==> config.mk <==
export PLATFORM = sky130hd
export DESIGN_NAME = occ_limit_ctrl
export DESIGN_NICKNAME = d
export VERILOG_FILES = /design/src/rtl/occ_pkg.sv /design/src/rtl/occ_evt_counter.sv /design/src/rtl/occ_win_timer.sv /design/src/rtl/occ_classifier.sv /design/src/rtl/occ_limit_ctrl.sv
export SDC_FILE = /design/constraint.sdc
export NUM_CORES = 1
export LEC_CHECK = 0
export BUFFER_PORTS_ARGS = -buffer_cell sky130_fd_sc_hd__buf_2
export CORE_MARGIN = 4
export CORE_UTILIZATION = 62
export CTS_CLUSTER_DIAMETER = 120
export DETAILED_ROUTE_END_ITERATION = 10
export PLACE_DENSITY = 0.81
export SETUP_SLACK_MARGIN = 0.2
export SYNTH_ARGS = -nofsm -noshare
export SYNTH_HDL_FRONTEND = slang
export SYNTH_HIERARCHICAL = 1
export SYNTH_SLANG_ARGS = --single-unit
==> constraint.sdc <==
create_clock -name clk -period 7.9 [get_ports clk]
set_input_delay 0.79 -clock clk [delete_from_list [all_inputs] [get_ports clk]]
set_output_delay 0.79 -clock clk [all_outputs]
set_load 0.02 [all_outputs]
==> src/rtl/occ_pkg.sv <==
package occ_pkg;

    typedef enum logic [1:0] {
        VERDICT_HOLD  = 2'd0,
        VERDICT_RAISE = 2'd1,
        VERDICT_LOWER = 2'd2
    } verdict_e;

    localparam int EV_IDLE = 0;
    localparam int EV_MEM  = 1;
    localparam int EV_NUM  = 2;

    function automatic int start_limit(input int ceiling);
        return (ceiling / 2 < 1) ? 1 : ceiling / 2;
    endfunction

endpackage

==> src/rtl/occ_evt_counter.sv <==
module occ_evt_counter #(
    parameter int W = 11
) (
    input  logic         clk,
    input  logic         rst_n,
    input  logic         restart,
    input  logic         wrap,
    input  logic         evt,
    output logic [W-1:0] count
);
    localparam logic [W-1:0] TOP = '1;

    logic [W-1:0] cnt_d, cnt_q;

    always_comb begin
        cnt_d = cnt_q;
        if (restart) begin
            cnt_d = '0;
        end else if (wrap) begin
            cnt_d = {{(W-1){1'b0}}, evt};
        end else if (evt && (cnt_q != TOP)) begin
            cnt_d = cnt_q + W'(1);
        end
    end

    always_ff @(posedge clk or negedge rst_n) begin
        if (!rst_n) begin
            cnt_q <= '0;
        end else begin
            cnt_q <= cnt_d;
        end
    end

    assign count = cnt_q;

endmodule

==> src/rtl/occ_win_timer.sv <==
module occ_win_timer #(
    parameter int WIN = 2048
) (
    input  logic clk,
    input  logic rst_n,
    input  logic restart,
    output logic tick
);
    localparam int TW = (WIN > 2) ? $clog2(WIN) : 1;
    localparam logic [TW-1:0] LAST = TW'(WIN - 1);

    logic [TW-1:0] pos_d, pos_q;

    assign tick = (pos_q == LAST);

    always_comb begin
        pos_d = pos_q + TW'(1);
        if (restart || tick) begin
            pos_d = '0;
        end
    end

    always_ff @(posedge clk or negedge rst_n) begin
        if (!rst_n) begin
            pos_q <= '0;
        end else begin
            pos_q <= pos_d;
        end
    end

endmodule

==> src/rtl/occ_classifier.sv <==
module occ_classifier
    import occ_pkg::*;
#(
    parameter int W       = 11,
    parameter int T_IDLE  = 16,
    parameter int T_MEM_L = 128,
    parameter int T_MEM_H = 384
) (
    input  logic [W-1:0] idle_cnt,
    input  logic [W-1:0] mem_cnt,
    output verdict_e     verdict
);
    localparam logic [W-1:0] IDLE_V  = W'(T_IDLE);
    localparam logic [W-1:0] MEM_L_V = W'(T_MEM_L);
    localparam logic [W-1:0] MEM_H_V = W'(T_MEM_H);

    always_comb begin
        if (idle_cnt >= IDLE_V) begin
            verdict = VERDICT_RAISE;
        end else if (mem_cnt < MEM_L_V) begin
            verdict = VERDICT_RAISE;
        end else if (mem_cnt >= MEM_H_V) begin
            verdict = VERDICT_LOWER;
        end else begin
            verdict = VERDICT_HOLD;
        end
    end

endmodule

==> src/rtl/occ_limit_ctrl.sv <==
module occ_limit_ctrl
    import occ_pkg::*;
#(
    parameter int MAX_BLK = 8,
    parameter int CNT_W   = 11,
    parameter int WIN_LEN = 2048,
    parameter int T_IDLE  = 16,
    parameter int T_MEM_L = 128,
    parameter int T_MEM_H = 384,
    parameter int BLK_W   = $clog2(MAX_BLK + 1)
) (
    input  logic             clk,
    input  logic             rst_n,
    input  logic             kernel_start,
    input  logic             idle_evt,
    input  logic             memwait_evt,
    input  logic [BLK_W-1:0] resident_cnt,
    output logic [BLK_W-1:0] limit_n,
    output logic             win_tick,
    output logic             pause_blk,
    output logic             resume_blk
);
    localparam logic [BLK_W-1:0] CEIL  = BLK_W'(MAX_BLK);
    localparam logic [BLK_W-1:0] FLOOR = BLK_W'(1);
    localparam logic [BLK_W-1:0] INIT  = BLK_W'(start_limit(MAX_BLK));

    typedef struct packed {
        logic [BLK_W-1:0] lim;
        logic [BLK_W-1:0] paused;
        logic             pause;
        logic             resume;
    } ctl_t;

    ctl_t st_d, st_q;

    logic [EV_NUM-1:0] evt_vec;
    logic [CNT_W-1:0]  cnt_arr [EV_NUM];
    logic [BLK_W-1:0]  running;
    verdict_e          verdict;

    assign evt_vec[EV_IDLE] = idle_evt;
    assign evt_vec[EV_MEM]  = memwait_evt;

    occ_win_timer #(.WIN(WIN_LEN)) u_timer (
        .clk     (clk),
        .rst_n   (rst_n),
        .restart (kernel_start),
        .tick    (win_tick)
    );

    for (genvar g = 0; g < EV_NUM; g++) begin : g_cnt
        occ_evt_counter #(.W(CNT_W)) u_cnt (
            .clk     (clk),
            .rst_n   (rst_n),
            .restart (kernel_start),
            .wrap    (win_tick),
            .evt     (evt_vec[g]),
            .count   (cnt_arr[g])
        );
    end

    occ_classifier #(
        .W       (CNT_W),
        .T_IDLE  (T_IDLE),
        .T_MEM_L (T_MEM_L),
        .T_MEM_H (T_MEM_H)
    ) u_cls (
        .idle_cnt (cnt_arr[EV_IDLE]),
        .mem_cnt  (cnt_arr[EV_MEM]),
        .verdict  (verdict)
    );

    assign running = (resident_cnt >= st_q.paused) ? (resident_cnt - st_q.paused) : '0;

    always_comb begin
        st_d        = st_q;
        st_d.pause  = 1'b0;
        st_d.resume = 1'b0;
        if (kernel_start) begin
            st_d.lim    = INIT;
            st_d.paused = '0;
        end else if (win_tick) begin
            unique case (verdict)
                VERDICT_RAISE: begin
                    if (st_q.lim < CEIL) begin
                        st_d.lim = st_q.lim + BLK_W'(1);
                        if (st_q.paused != '0) begin
                            st_d.paused = st_q.paused - BLK_W'(1);
                            st_d.resume = 1'b1;
                        end
                    end
                end
                VERDICT_LOWER: begin
                    if (st_q.lim > FLOOR) begin
                        st_d.lim = st_q.lim - BLK_W'(1);
                    end
                end
                default: begin
                end
            endcase
        end else if (st_q.paused > resident_cnt) begin
            st_d.paused = resident_cnt;
        end else if (running > st_q.lim) begin
            st_d.paused = st_q.paused + BLK_W'(1);
            st_d.pause  = 1'b1;
        end
    end

    always_ff @(posedge clk or negedge rst_n) begin
        if (!rst_n) begin
            st_q.lim    <= INIT;
            st_q.paused <= '0;
            st_q.pause  <= 1'b0;
            st_q.resume <= 1'b0;
        end else begin
            st_q.lim    <= st_d.lim;
            st_q.paused <= st_d.paused;
            st_q.pause  <= 1'b0;
            st_q.resume <= 1'b0;
        end
    end

    assign limit_n    = st_q.lim;
    assign pause_blk  = st_d.pause;
    assign resume_blk = st_d.resume;

endmodule

# After elaboration in Yosys (flattened, before gate mapping)
# Index checks and enable logic that the tools add are counted.
[totals]
ff_bits = 41
out_inout_bits = 7
[op_classes]
addsub = 8
magnitude_cmp = 8
n_eq_ne = 10
mux = 28
n_reduce_logical = 11
[op_table]
columns = ["cell", "count"]
rows = [
  ["11-bit two-way mux", 7],
  ["11-bit by 1-bit adder with 11-bit output (second input constant)", 3],
  ["4-bit two-way mux", 7],
  ["11-bit != test (second input constant)", 2],
  ["8-bit two-way mux", 2],
  ["3-bit != test (second input constant)", 5],
  ["11-bit == test (second input constant)", 1],
  ["11-bit by 5-bit >= comparator with 1-bit output (second input constant)", 1],
  ["11-bit by 9-bit >= comparator with 1-bit output (second input constant)", 1],
  ["11-bit by 8-bit < comparator with 1-bit output (second input constant)", 1],
  ["3-bit nonzero test", 3],
  ["4-bit by 1-bit adder with 4-bit output (second input constant)", 2],
  ["4-bit greater-than comparator", 2],
  ["2-bit two-way mux", 4],
  ["4-bit case mux with 2 select lines", 1],
  ["4-bit AND reduction", 2],
  ["4-bit nonzero test", 2],
  ["4-bit by 1-bit subtractor with 4-bit output (second input constant)", 2],
  ["1-bit two-way mux", 6],
  ["5-bit two-way mux", 1],
  ["4-bit >= comparator", 1],
  ["4-bit by 1-bit greater-than comparator with 1-bit output (second input constant)", 1],
  ["4-bit < comparator (second input constant)", 1],
  ["4-bit subtractor", 1],
  ["5 further kinds", 6],
]

# Logic depth before layout (Yosys ltp)
# Gate-level depths: netlist of run 1.
[logic_depth]
depth_word = 8
depth_mapped = 15
depth_no_buf = 15

# Cells and area by module
# The synthesis of run 1 kept the hierarchy.
[by_module_without_submodules]
columns = ["module", "instances", "cells_per_inst", "area_per_inst_um2", "seq_area_each_um2"]
rows = [
  ["occ_evt_counter", 2, 64, 614.3, 275.3],
  ["occ_limit_ctrl", 1, 115, 994.7, 201.4],
  ["occ_win_timer", 1, 53, 556.8, 275.3],
  ["occ_classifier", 1, 6, 40.0, 0.0],
]

# Worst setup path after synthesis of run 1
# Ideal clock, no wire load.
[synth_path]
path_type = "input to output"
from = "in resident_cnt[0]"
to = "out pause_blk"
arrival_ns = 3.003
required_ns = 7.110
slack_ns = 4.107
path_stages = 13
n_path_buf = 0
path_cell_list = "inv_1 ha_1 inv_1 fa_1 nand3_2 nand2_2 a31oi_1 nor4b_1 o21bai_1 ha_1 and4_1 a211oi_4 and2_2"
[synth_via]
elab_chain_len = 7
word_cells_on_any_way = 9
cone_classes = "1 x add/sub; 3 x order compare; 5 x mux"
[synth_rtl]
columns = ["element", "line", "text"]
rows = [
  ["start, declared", "occ_limit_ctrl.sv:17", "input logic [BLK_W-1:0] resident_cnt,"],
  ["4-bit subtractor or 4-bit >= comparator (tied branches)", "occ_limit_ctrl.sv:73", "assign running = (resident_cnt >= st_q.paused) ? (resident_cnt - st_q.paused) : '0;"],
  ["4-bit two-way mux", "occ_limit_ctrl.sv:73", ""],
  ["4-bit greater-than comparator", "occ_limit_ctrl.sv:103", "end else if (running > st_q.lim) begin"],
  ["5-bit two-way mux", "occ_limit_ctrl.sv:103", ""],
  ["1-bit two-way mux *", "occ_limit_ctrl.sv:101", "end else if (st_q.paused > resident_cnt) begin"],
  ["1-bit two-way mux *", "occ_limit_ctrl.sv:82", "end else if (win_tick) begin"],
  ["2-bit two-way mux *", "occ_limit_ctrl.sv:79", "if (kernel_start) begin"],
  ["end, declared", "occ_limit_ctrl.sv:20", "output logic pause_blk,"],
]
# Every way passes the cells marked *; elsewhere a longest branch is shown, timed or not. The select of a mux whose other input is x is not followed.

# Final worst setup path of run 1
# Same ends and word-level chain as after synthesis.

==> Flow_metrics.wiki, run 1 <==
{| class="wikitable"
! Metric !! Value
|-
| Status || finished, final reports clean
|-
| Final Hold Violating Endpoints || 0
|-
| Die outline width || ~75 µm
|-
| Number of buffers added to fix hold violations after cts || 0
|-
| Register clock-pin slew on the reported worst setup and hold paths || ~0.070 ns
|-
| Power per cell area || ~200 mW/mm²
|-
| Final setup skew || approximately 0.006 ns
|-
| CTS tree || done
|-
| Worst path required time || between 7 and 8 ns
|-
| Final number of max-transition violations || 0
|-
| Sequential element share of the synthesized area || 0.364
|-
| Core Area || approximately 0.0044 mm²
|-
| Count of flip-flops with a built-in enable after synthesis || 0
|-
| Routability congestion estimate from global placement || 0.878
|-
| Count of H-tree levels built during CTS || 2
|-
| Number of sinks driven by the clock tree || ~40
|-
| Setup repair after global routing missed its margin || false
|-
| Count of TritonRoute iterations in the first routing pass || 4
|-
| Leading cell type in the layout, fill and taps excluded || dfrtp_1
|-
| Worst supply voltage drop on vdd || 0.167 mV
|-
| Ranking of synthesized cells by area || dfrtp_1 (35%), ha_1 (7.1%), a21oi_1 (3.9%), nand3_1 (3.4%), nor2_1 (3.1%)
|-
| Commonest non-fill, non-tap cells in the layout || dfrtp_1 (40), nor2_1 (23), a21oi_1 (22)
|-
| Clock Latency Late Sink || between 0.2 and 0.3 ns
|-
| Vias post-DR || 2262
|-
| Design area || 0.00300 mm²
|-
| WL/cell || roughly 15 µm
|-
| Critical-path maximum fanout || 7
|-
| Core Rows || 24
|-
| Quantity of I/O buffers inserted on ports || 15
|-
| First DRT Iteration DRCs || a little under 80
|-
| Overall die area || ~0.0057 mm²
|-
| Critical Path Start Type || primary input
|-
| Maximum clock insertion buffer count || 2
|-
| Max_slew headroom || 0.316
|-
| Ports placed on the boundary || 16
|-
| Crit share post-route || 0.532
|-
| Maximum Capacitance Violations || 0
|-
| Syn_area_per_cell || 9.34 µm²
|-
| Share of cells above drive strength 1 || 0.180
|-
| R2r setup slk || ~4.6 ns
|-
| Max Freq || ~0.24 GHz
|-
| Fill cell count || between 300 and 400
|-
| Cells resized by post-CTS repair || 0
|-
| Number of antenna-violating nets in the routed design || 0
|-
| Measured slew at the worst slew-check pin || around 1.0 ns
|-
| Minimum setup slack after placement || approximately 3.7 ns
|-
| Worst Path Arrival || roughly 3.4 ns
|-
| Total wirelength of the detailed-routed design || 5420 µm
|-
| Leakage || 1.31 nW
|-
| Cell area after placement || around 0.0029 mm²
|-
| Min-Delay Path Class || flip-flop to flip-flop
|-
| Overflow left after global routing || 0
|-
| Cell chosen for the clock root || clkbuf_8
|-
| Area of combinational cells with multiple inputs || 0.00166 mm²
|-
| Worst Setup Slack, final || ~3.7 ns
|-
| Critical path class || primary input to output pin
|-
| Endpoints failing setup || 0
|-
| Area used by sequential logic in the layout || 0.00103 mm²
|-
| Area added between synthesis and finish || 6.39%
|-
| Util after Layout || 0.684
|-
| Count of inserted antenna diode cells || 0
|-
| Number of global-route vias before repair || 2038
|-
| Synthesized instance count || around 300
|-
| Share of synthesized registers carrying an async set or reset || 1.00
|-
| Pin count of the biggest net entering global routing || between 40 and 50
|-
| Vias/cell || between 6 and 7
|-
| Post-synthesis net count || 328
|-
| Overall power consumption || 0.587 mW
|-
| Area leader, netlist || dfrtp_1
|-
| Number of synthesized register bits || 41
|-
| DPL Wire Length || 3960 µm
|-
| Global Route Usage Sum || 0.206
|-
| DRC Markers || 0
|-
| Number of distinct standard cells referenced by the synthesized netlist || 63
|-
| Final std cells w/o fill || 368
|-
| Total setup buffers inserted after CTS || 0
|-
| Die height || around 75 µm
|-
| Synth Warn # || 6
|-
| Effective utilization at floorplan || 0.643
|-
| First-pass GRT wire length || just over 9000 µm
|-
| Netlist area before placement || ~0.0028 mm²
|-
| Dominant register cell in the synthesized netlist || dfrtp_1
|-
| NumNets Final || 341
|-
| Proportion of netlist area held by the largest area contributor || 0.355
|-
| Inst Count DP || 360
|-
| Hold slack || about 0.46 ns
|-
| Number of buffers created by CTS || 5
|-
| TNS Setup || 0 ns
|-
| Antenna violations before repair || 0
|-
| Shortest clock period the worst path allows after layout || 4.20 ns
|-
| Critical Path End Type || output pin
|}
## cell families (layout without fill, tap and decap cells)
kind of cell / Yosys count / in the layout / share of synthesized area
DFF: 41 / 41 / 0.364
buffers and inverters: 31 / 45 / 0.0506
muxes: 3 / 3 / 0.0106
adders and majority gates: 17 / 17 / 0.0781
xor gates and xnor gates: 12 / 12 / 0.0373
and+or+nand+nor: 119 / 119 / 0.244
AOI/OAI and AO/OA: 79 / 79 / 0.215
## metal layers
| metal | vias to the layer above | share of wire | wire length, µm | track usage |
|---|---|---|---|---|
| li1 | 1134 | - | - | - |
| met1 | 1088 | 0.48 | 2600 | 0.282 |
| met2 | 30 | 0.48 | 2590 | 0.322 |
| met3 | 10 | 0.025 | 138 | 0.0369 |
| met4 | 0 | 0.017 | 92 | 0.0854 |
| met5 | - | 0 | 0 | 0 |
## registers in the layout, summed over array words and instances (netlist names)
name and count:
g_cnt.u_cnt/count 22, st_q 4, limit_n 4, u_timer/pos_q 11
## cell usage after synthesis (2+ instances only)
cell type	instances
o211a_1	2
and4_4	2
or4_1	5
or3_1	10
nor2_1	23
or2_2	3
xor2_1	5
and4_2	2
nand2_2	2
inv_1	21
o31ai_1	8
o2111ai_1	2
buf_2	3
a211oi_1	2
a21bo_2	2
o21a_1	2
nor3_1	7
nand2b_1	3
nand4_1	4
nor2b_1	3
dfrtp_1	40
a21oi_1	22
nand4_2	2
buf_4	4
o21ai_1	3
nand3_2	4
and3_1	3
a221o_1	2
o311ai_4	2
nand3_1	19
xnor2_1	7
a31oi_1	3
ha_1	16
nand2_1	16
o21ai_0	15
a21oi_2	2
mux2i_1	3
nor4_1	2
clkbuf_1	2
## worst max-delay path, cell delays in order
cell      delay (ns)
buf_2           0.09
inv_1           0.06
ha_1            0.15
inv_1           0.06
fa_1            0.41
nand3_2         0.10
nand2_2         0.10
a31oi_1         0.18
nor4b_1         0.08
o21bai_1        0.16
ha_1            0.32
and4_1          0.26
a211oi_4        0.31
and2_2          0.20
buf_2           0.15
## power breakdown
| group | total [mW] | leakage (nW) | switching (mW) | internal, mW |
|---|---|---|---|---|
| registers | 0.234 | 0.561 | 0.0135 | 0.221 |
| clock network | 0.137 | 0.0455 | 0.0656 | 0.0712 |
| logic | 0.216 | 0.705 | 0.124 | 0.0913 |
## cell type report
type	instances	area share
multi-input cells	230	0.552
inverters	21	0.0263
well taps	52	0.0217
clock buffers	8	0.0300
flip-flops and latches	41	0.342
repair buffers	16	0.0275
## path summary, 6_finish.rpt
path	from	endpoint	cells past startpoint
worst max-delay path	resident_cnt[0]	pause_blk	15
worst min-delay path	u_timer/pos_q[0]$_DFF_PN0_	u_timer/pos_q[0]$_DFF_PN0_	1
worst max register to register	st_q[2]$_DFFE_PN0P_	st_q[5]$_DFFE_PN0P_	14
worst min register to register	u_timer/pos_q[0]$_DFF_PN0_	u_timer/pos_q[0]$_DFF_PN0_	1
max in group asynchronous	rst_n	st_q[3]$_DFFE_PN0P_	1
min in group asynchronous	rst_n	g_cnt[1].u_cnt/count[5]$_DFFE_PN0P_	1
Note: power is estimated with default switching activity, not from simulation.
==> run 2, diff against run 1 <==
Settings changed: ABC_AREA set to 1.
Clock period 7.9 ns to 4 ns, I/O delays scaled along.
==> run 2 against run 1 <==
Synthesized cell count is 43% higher. Hold slack worse by 0.23 ns. Cell count up 40%. Register-to-register slack got worse by 3.5 ns. Sequential cell count is the same. Routed wire length rose by 9.6%. Largest power group is now combinational cells. Worst setup slack got worse by 3.1 ns. Critical path depth increased by 1.
==> Flow_metrics.wiki, run 2 <==
{| class="wikitable"
! Metric !! Value
|-
| Status || finished, final reports clean
|-
| Final std cells w/o fill || between 500 and 600
|-
| First DRT Iteration DRCs || about 100
|-
| Synth top cells by count || nand2_1 (97), inv_1 (65), nor2_1 (44)
|-
| Worst Path Arrival || between 2 and 3 ns
|-
| Count of inserted antenna diode cells || 0
|-
| Total setup buffers inserted after CTS || 0
|-
| Inst Count DP || 508
|-
| Pin count of the biggest net entering global routing || between 40 and 50
|-
| Shortest clock period the worst path allows after layout || approximately 3.4 ns
|-
| Leakage || about 1.6 nW
|-
| CTS tree || done
|-
| Count of H-tree levels built during CTS || 2
|-
| DPL Wire Length || about 4600 µm
|-
| Maximum clock insertion buffer count || 2
|-
| Area leader, netlist || dfrtp_1
|-
| Clock Latency Late Sink || slightly below 0.3 ns
|-
| Netlist area before placement || between 0.003 and 0.004 mm²
|-
| Vias post-DR || between 2000 and 3000
|-
| Post-synthesis net count || 458
|-
| Final Hold Violating Endpoints || 0
|-
| Synth Warn # || 6
|-
| Crit share post-route || 0.843
|-
| Design area || approximately 0.0034 mm²
|-
| Critical-path maximum fanout || 7
|-
| Die outline width || roughly 80 µm
|-
| Sequential element share of the synthesized area || 0.322
|-
| First-pass GRT wire length || between 10000 and 15000 µm
|-
| Hold slack || ~0.24 ns
|-
| Leading cell type in the layout, fill and taps excluded || nand2_1
|-
| Core Area || 0.00485 mm²
|-
| Final setup skew || just over 0.01 ns
|-
| Worst path required time || about 3.6 ns
|-
| NumNets Final || 474
|-
| Proportion of netlist area held by the largest area contributor || 0.314
|-
| Most common cell in the netlist || nand2_1
|-
| Commonest non-fill, non-tap cells in the layout || nand2_1 (97), inv_1 (65), nor2_1 (44)
|-
| Number of buffers created by CTS || 5
|-
| Cells resized by post-CTS repair || 0
|-
| Core Rows || 25
|-
| TNS Setup || 0 ns
|-
| Max_slew headroom || 0.384
|-
| Quantity of I/O buffers inserted on ports || 15
|-
| FF-to-FF Start || st_q[2]$_DFFE_PN0P_
|-
| R2r setup slk || 1.16 ns
|-
| Minimum setup slack after placement || between 0.8 and 0.9 ns
|-
| Number of sinks driven by the clock tree || between 40 and 50
|-
| Count of flip-flops with a built-in enable after synthesis || 0
|-
| Measured slew at the worst slew-check pin || approximately 0.92 ns
|-
| Overall power consumption || roughly 1.3 mW
|-
| Critical Path End Type || output pin
|-
| Max Freq || 0.297 GHz
|-
| Count of TritonRoute iterations in the first routing pass || 5
|-
| DRC Markers || 0
|-
| Number of global-route vias before repair || 2599
|-
| Routability congestion estimate from global placement || 0.855
|-
| Maximum Capacitance Violations || 0
|-
| Fill cell count || about 400
|-
| Dominant register cell in the synthesized netlist || dfrtp_1
|-
| Final number of max-transition violations || 0
|-
| Global Route Usage Sum || 0.210
|-
| Overall die area || roughly 0.0064 mm²
|-
| Area added between synthesis and finish || 5.84%
|-
| Effective utilization at floorplan || 0.658
|-
| Vias/cell || between 5 and 6
|-
| Min-Delay Path Class || primary input to asynchronous set/reset pin
|-
| Syn_area_per_cell || roughly 7.4 µm²
|-
| Share of cells above drive strength 1 || 0.180
|-
| Overflow left after global routing || 0
|-
| Antenna violations before repair || 0
|-
| WL/cell || 11.5 µm
|-
| Share of synthesized registers carrying an async set or reset || 1.00
|-
| Synthesized instance count || 432
|-
| Endpoints failing setup || 0
|-
| Critical path class || flip-flop to output pin
|-
| Register clock-pin slew on the reported worst setup and hold paths || roughly 0.080 ns
|-
| Number of antenna-violating nets in the routed design || 0
|-
| Ports placed on the boundary || 16
|-
| Ranking of synthesized cells by area || dfrtp_1 (31%), nand2_1 (11%), inv_1 (7.6%), ha_1 (6.3%), nor2_1 (5.2%)
|-
| Worst Setup Slack, final || ~0.63 ns
|-
| Cell chosen for the clock root || clkbuf_8
|-
| Number of distinct standard cells referenced by the synthesized netlist || 35
|-
| Die height || about 80 µm
|-
| Endpoint of the worst-slack reg-to-reg timing path || st_q[2]$_DFFE_PN0P_
|-
| Number of buffers added to fix hold violations after cts || 0
|-
| Critical Path Start Type || flip-flop
|-
| Cell area after placement || 0.00330 mm²
|-
| Setup repair after global routing missed its margin || false
|-
| Util after Layout || 0.697
|-
| FF-to-FF path depth || 19
|-
| Flip-flop count of the largest register, all copies and words added || 22
|-
| Number of synthesized register bits || 41
|-
| Worst supply voltage drop on vdd || between 0.3 and 0.4 mV
|-
| Total wirelength of the detailed-routed design || ~5900 µm
|-
| Power per cell area || 385 mW/mm²
|}
[run 2: layout make-up]
type	instances	area, µm²	area share
clock inverter	2	10.0	0.00296
inverter	77	304	0.0900
clock buffer	6	72.6	0.0215
tap	67	83.8	0.0248
multi-input combinational	308	1810	0.534
sequential	41	1030	0.304
timing repair buffer	15	75.1	0.0222
[run 2: metal layers]
layer	vias to the layer above	global-route usage	wire length, µm
li1	1381	-	-
met1	1200	0.263	2770
met2	41	0.367	2870
met3	5	0.0372	228
met4	0	0.0625	67
met5	-	0	0
[run 2: logic make-up after synthesis]
family | count (synthesis) | synth area share
flops | 41 | 0.322
xor+xnor | 13 | 0.0357
fa+ha+maj | 17 | 0.0690
simple gates | 229 | 0.369
buf+inv | 83 | 0.113
compound gates | 49 | 0.0921
[run 2: worst max path at each step]
| stage | startpoint | endpoint | cells after the start |
|---|---|---|---|
| final | st_q[2]$_DFFE_PN0P_ | pause_blk | 16 |
| after global routing | st_q[2]$_DFFE_PN0P_ | pause_blk | 16 |
| after CTS | st_q[2]$_DFFE_PN0P_ | pause_blk | 16 |
| after detailed placement | resident_cnt[0] | pause_blk | 18 |
| after global placement | resident_cnt[0] | pause_blk | 18 |
| after floorplan | resident_cnt[0] | pause_blk | 17 |
[run 2: worst max-delay path, cell delays in order, from the launching register on]
cell and delay, ns:
dfrtp_1 0.43, ha_1 0.19, inv_1 0.05, fa_1 0.41, nand3_2 0.10, nand3_4 0.12
inv_6 0.11, o31ai_1 0.08, inv_1 0.10, a21oi_1 0.05, ha_1 0.29, nand2_1 0.07
inv_1 0.05, nand3_1 0.13, nand2_1 0.15, nor3_1 0.15, buf_2 0.19
[run 2: report_power, final]
part           switching [mW]  internal (mW)
clock network           0.142          0.121
registers              0.0345          0.445
logic                   0.357          0.199
==> run 3, diff against run 2 <==
Clock period 4 ns to 3.5 ns, I/O delays scaled along.
==> run 3 against run 2 <==
Die area did not move. Global-route usage up 0.78 points. Critical endpoint unchanged. Sequential share of layout area decreased by 0.39 points. Cell count rose by 0.58%. Non-clock buffer count increased by 3. First-iteration DRC count rose by 5.8%. Sequential power increased by 14%. Clock power grew 14%. Total power rose by 20%. Critical path depth grew 1. Clock-buffer cell count is 1 higher.
==> Flow_metrics.wiki, run 3 (synthesis results as in run 2) <==
{| class="wikitable"
! Metric !! Value
|-
| Status || finished, final reports clean
|-
| Die height || between 70 and 80 µm
|-
| Leakage || approximately 1.6 nW
|-
| Quantity of I/O buffers inserted on ports || 15
|-
| Switching portion of total power || 0.412
|-
| Maximum Capacitance Violations || 0
|-
| Area added between synthesis and finish || 7.33%
|-
| Total wirelength of the detailed-routed design || around 6300 µm
|-
| Critical-path maximum fanout || 7
|-
| Routed length on met3 || 240 µm
|-
| Net switching power || about 0.64 mW
|-
| Core Area || a little under 0.005 mm²
|-
| Combinational power share || 0.455
|-
| Core Rows || 25
|-
| Design area || 0.00343 mm²
|-
| Clock Latency Late Sink || 0.29 ns
|-
| Antenna violations before repair || 0
|-
| Wire length on met2 || around 3000 µm
|-
| Number of antenna-violating nets in the routed design || 0
|-
| Number of sinks driven by the clock tree || between 40 and 50
|-
| Cell area after placement || roughly 0.0033 mm²
|-
| Final Hold Violating Endpoints || 0
|-
| Register clock-pin slew on the reported worst setup and hold paths || ~0.070 ns
|-
| Maximum clock insertion buffer count || 2
|-
| Vias post-DR || 2635
|-
| Pin count of the biggest net entering global routing || 42
|-
| Routability congestion estimate from global placement || about 0.84
|-
| Effective utilization at floorplan || 0.658
|-
| Max_slew headroom || 0.383
|-
| Top routing layer in use || met4
|-
| Number of buffers created by CTS || 5
|-
| Clock network fraction of design power || 0.192
|-
| Worst supply voltage drop on vdd || 0.419 mV
|-
| Setup repair after global routing missed its margin || false
|-
| Count of H-tree levels built during CTS || 2
|-
| Power per cell area || approximately 450 mW/mm²
|-
| Part of the power in registers || 0.353
|-
| Flip-flop count of the largest register, all copies and words added || 22
|-
| Critical Path Start Type || flip-flop
|-
| Shortest clock period the worst path allows after layout || between 3 and 4 ns
|-
| Critical path class || flip-flop to output pin
|-
| Count of TritonRoute iterations in the first routing pass || 4
|-
| First DRT Iteration DRCs || 110
|-
| Overflow left after global routing || 0
|-
| Leading cell type in the layout, fill and taps excluded || nand2_1
|-
| Final number of max-transition violations || 0
|-
| Critical Path End Type || output pin
|-
| Global Route Usage Sum || 0.218
|-
| Share of cells above drive strength 1 || 0.199
|-
| Ports placed on the boundary || 16
|-
| Internal portion of total power || between 0.9 and 1 mW
|-
| Min-Delay Path Class || primary input to asynchronous set/reset pin
|-
| Crit share post-route || 0.871
|-
| Number of buffers added to fix hold violations after cts || 0
|-
| Worst path required time || approximately 3.2 ns
|-
| WL/cell || approximately 12 µm
|-
| First-pass GRT wire length || around 11000 µm
|-
| Overall die area || 0.00636 mm²
|-
| Die outline width || about 80 µm
|-
| CTS tree || done
|-
| Commonest non-fill, non-tap cells in the layout || nand2_1 (96), inv_1 (65), nor2_1 (44)
|-
| Cell chosen for the clock root || clkbuf_8
|-
| NumNets Final || approximately 480
|-
| Final setup skew || between 0.005 and 0.006 ns
|-
| Count of inserted antenna diode cells || 0
|-
| DPL Wire Length || around 4700 µm
|-
| TNS Setup || 0 ns
|-
| Number of global-route vias before repair || ~2600
|-
| Measured slew at the worst slew-check pin || 0.925 ns
|-
| Vias/cell || between 5 and 6
|-
| Routed length on met1 || 2910 µm
|-
| Max Freq || around 0.33 GHz
|-
| Endpoints failing setup || 0
|-
| Worst Path Arrival || around 2.7 ns
|-
| DRC Markers || 0
|}
-- run 3: power by group through the flow --
stage / combinational, mW / sequential, mW / clock (mW)
final: 0.707 / 0.548 / 0.299
after CTS: 0.641 / 0.549 / 0.309
after detailed placement: 0.637 / 0.558 / 0
after global routing: 0.799 / 0.553 / 0.328
after global placement: 0.621 / 0.556 / 0
after floorplan: 0.508 / 0.548 / 0
-- run 3: final cells by class --
cell class              count  area (µm²)
fillers                   403        1420
inverters                  77         304
clock buffers               7        76.3
flip-flops and latches     41        1030
clock inverters             1        5.00
multi-input cells         308        1830
well taps                  67        83.8
repair buffers             18         100
-- run 3: metrics by stage --
| step | setup WS [ns] | total power [mW] | utilization | hold WS (ns) | cells |
|---|---|---|---|---|---|
| after global routing | 0.207 | 1.68 | 0.707 | 0.275 | 519 |
| after floorplan | 0.569 | 1.06 | - | 0.0544 | 432 |
| after detailed placement | 0.455 | 1.20 | 0.680 | 0.462 | 508 |
| after global placement | 0.544 | 1.18 | 0.680 | 0.460 | 508 |
| final | 0.453 | 1.55 | 0.707 | 0.194 | 519 |
| after CTS | 0.214 | 1.50 | 0.697 | 0.222 | 516 |
-- run 3: routing by layer --
| metal | GRT usage | up-vias |
|---|---|---|
| li1 | - | 1394 |
| met1 | 0.274 | 1181 |
| met2 | 0.376 | 50 |
| met3 | 0.0395 | 10 |
| met4 | 0.0709 | 0 |
| met5 | 0 | - |
-- run 3: worst paths after layout --
path | startpoint | to | slack (ns) | cells after the start
max | st_q[2]$_DFFE_PN0P_ | pause_blk | 0.45 | 17
min | rst_n | g_cnt[1].u_cnt/count[6]$_DFFE_PN0P_ | 0.19 | 1
max reg2reg | st_q[4]$_DFFE_PN0P_ | st_q[2]$_DFFE_PN0P_ | 0.86 | 17
min reg2reg | u_timer/pos_q[0]$_DFF_PN0_ | u_timer/pos_q[0]$_DFF_PN0_ | 0.48 | 1
max in group asynchronous | rst_n | st_q[4]$_DFFE_PN0P_ | 2.67 | 1
min in group clk | idle_evt | g_cnt[0].u_cnt/count[4]$_DFFE_PN0P_ | 0.40 | 3
-- run 3: critical path, stage by stage (launching register included) --
cell,delay (ns)
dfrtp_1,0.38
ha_2,0.19
inv_1,0.05
fa_2,0.35
nand3_2,0.09
nand3_4,0.12
inv_6,0.08
o31ai_2,0.06
inv_1,0.09
a21oi_1,0.05
ha_1,0.29
nand2_1,0.05
inv_1,0.08
nand2_1,0.07
nand2_2,0.09
nand2_2,0.09
nor3_2,0.11
buf_4,0.16
-- run 3: what timing repair did --
| action | in CTS | in global routing |
|---|---|---|
| endpoints found under the setup margin | 0 | 1 |
| gates resized for setup | 0 | 8 |
| setup buffers | 0 | 3 |
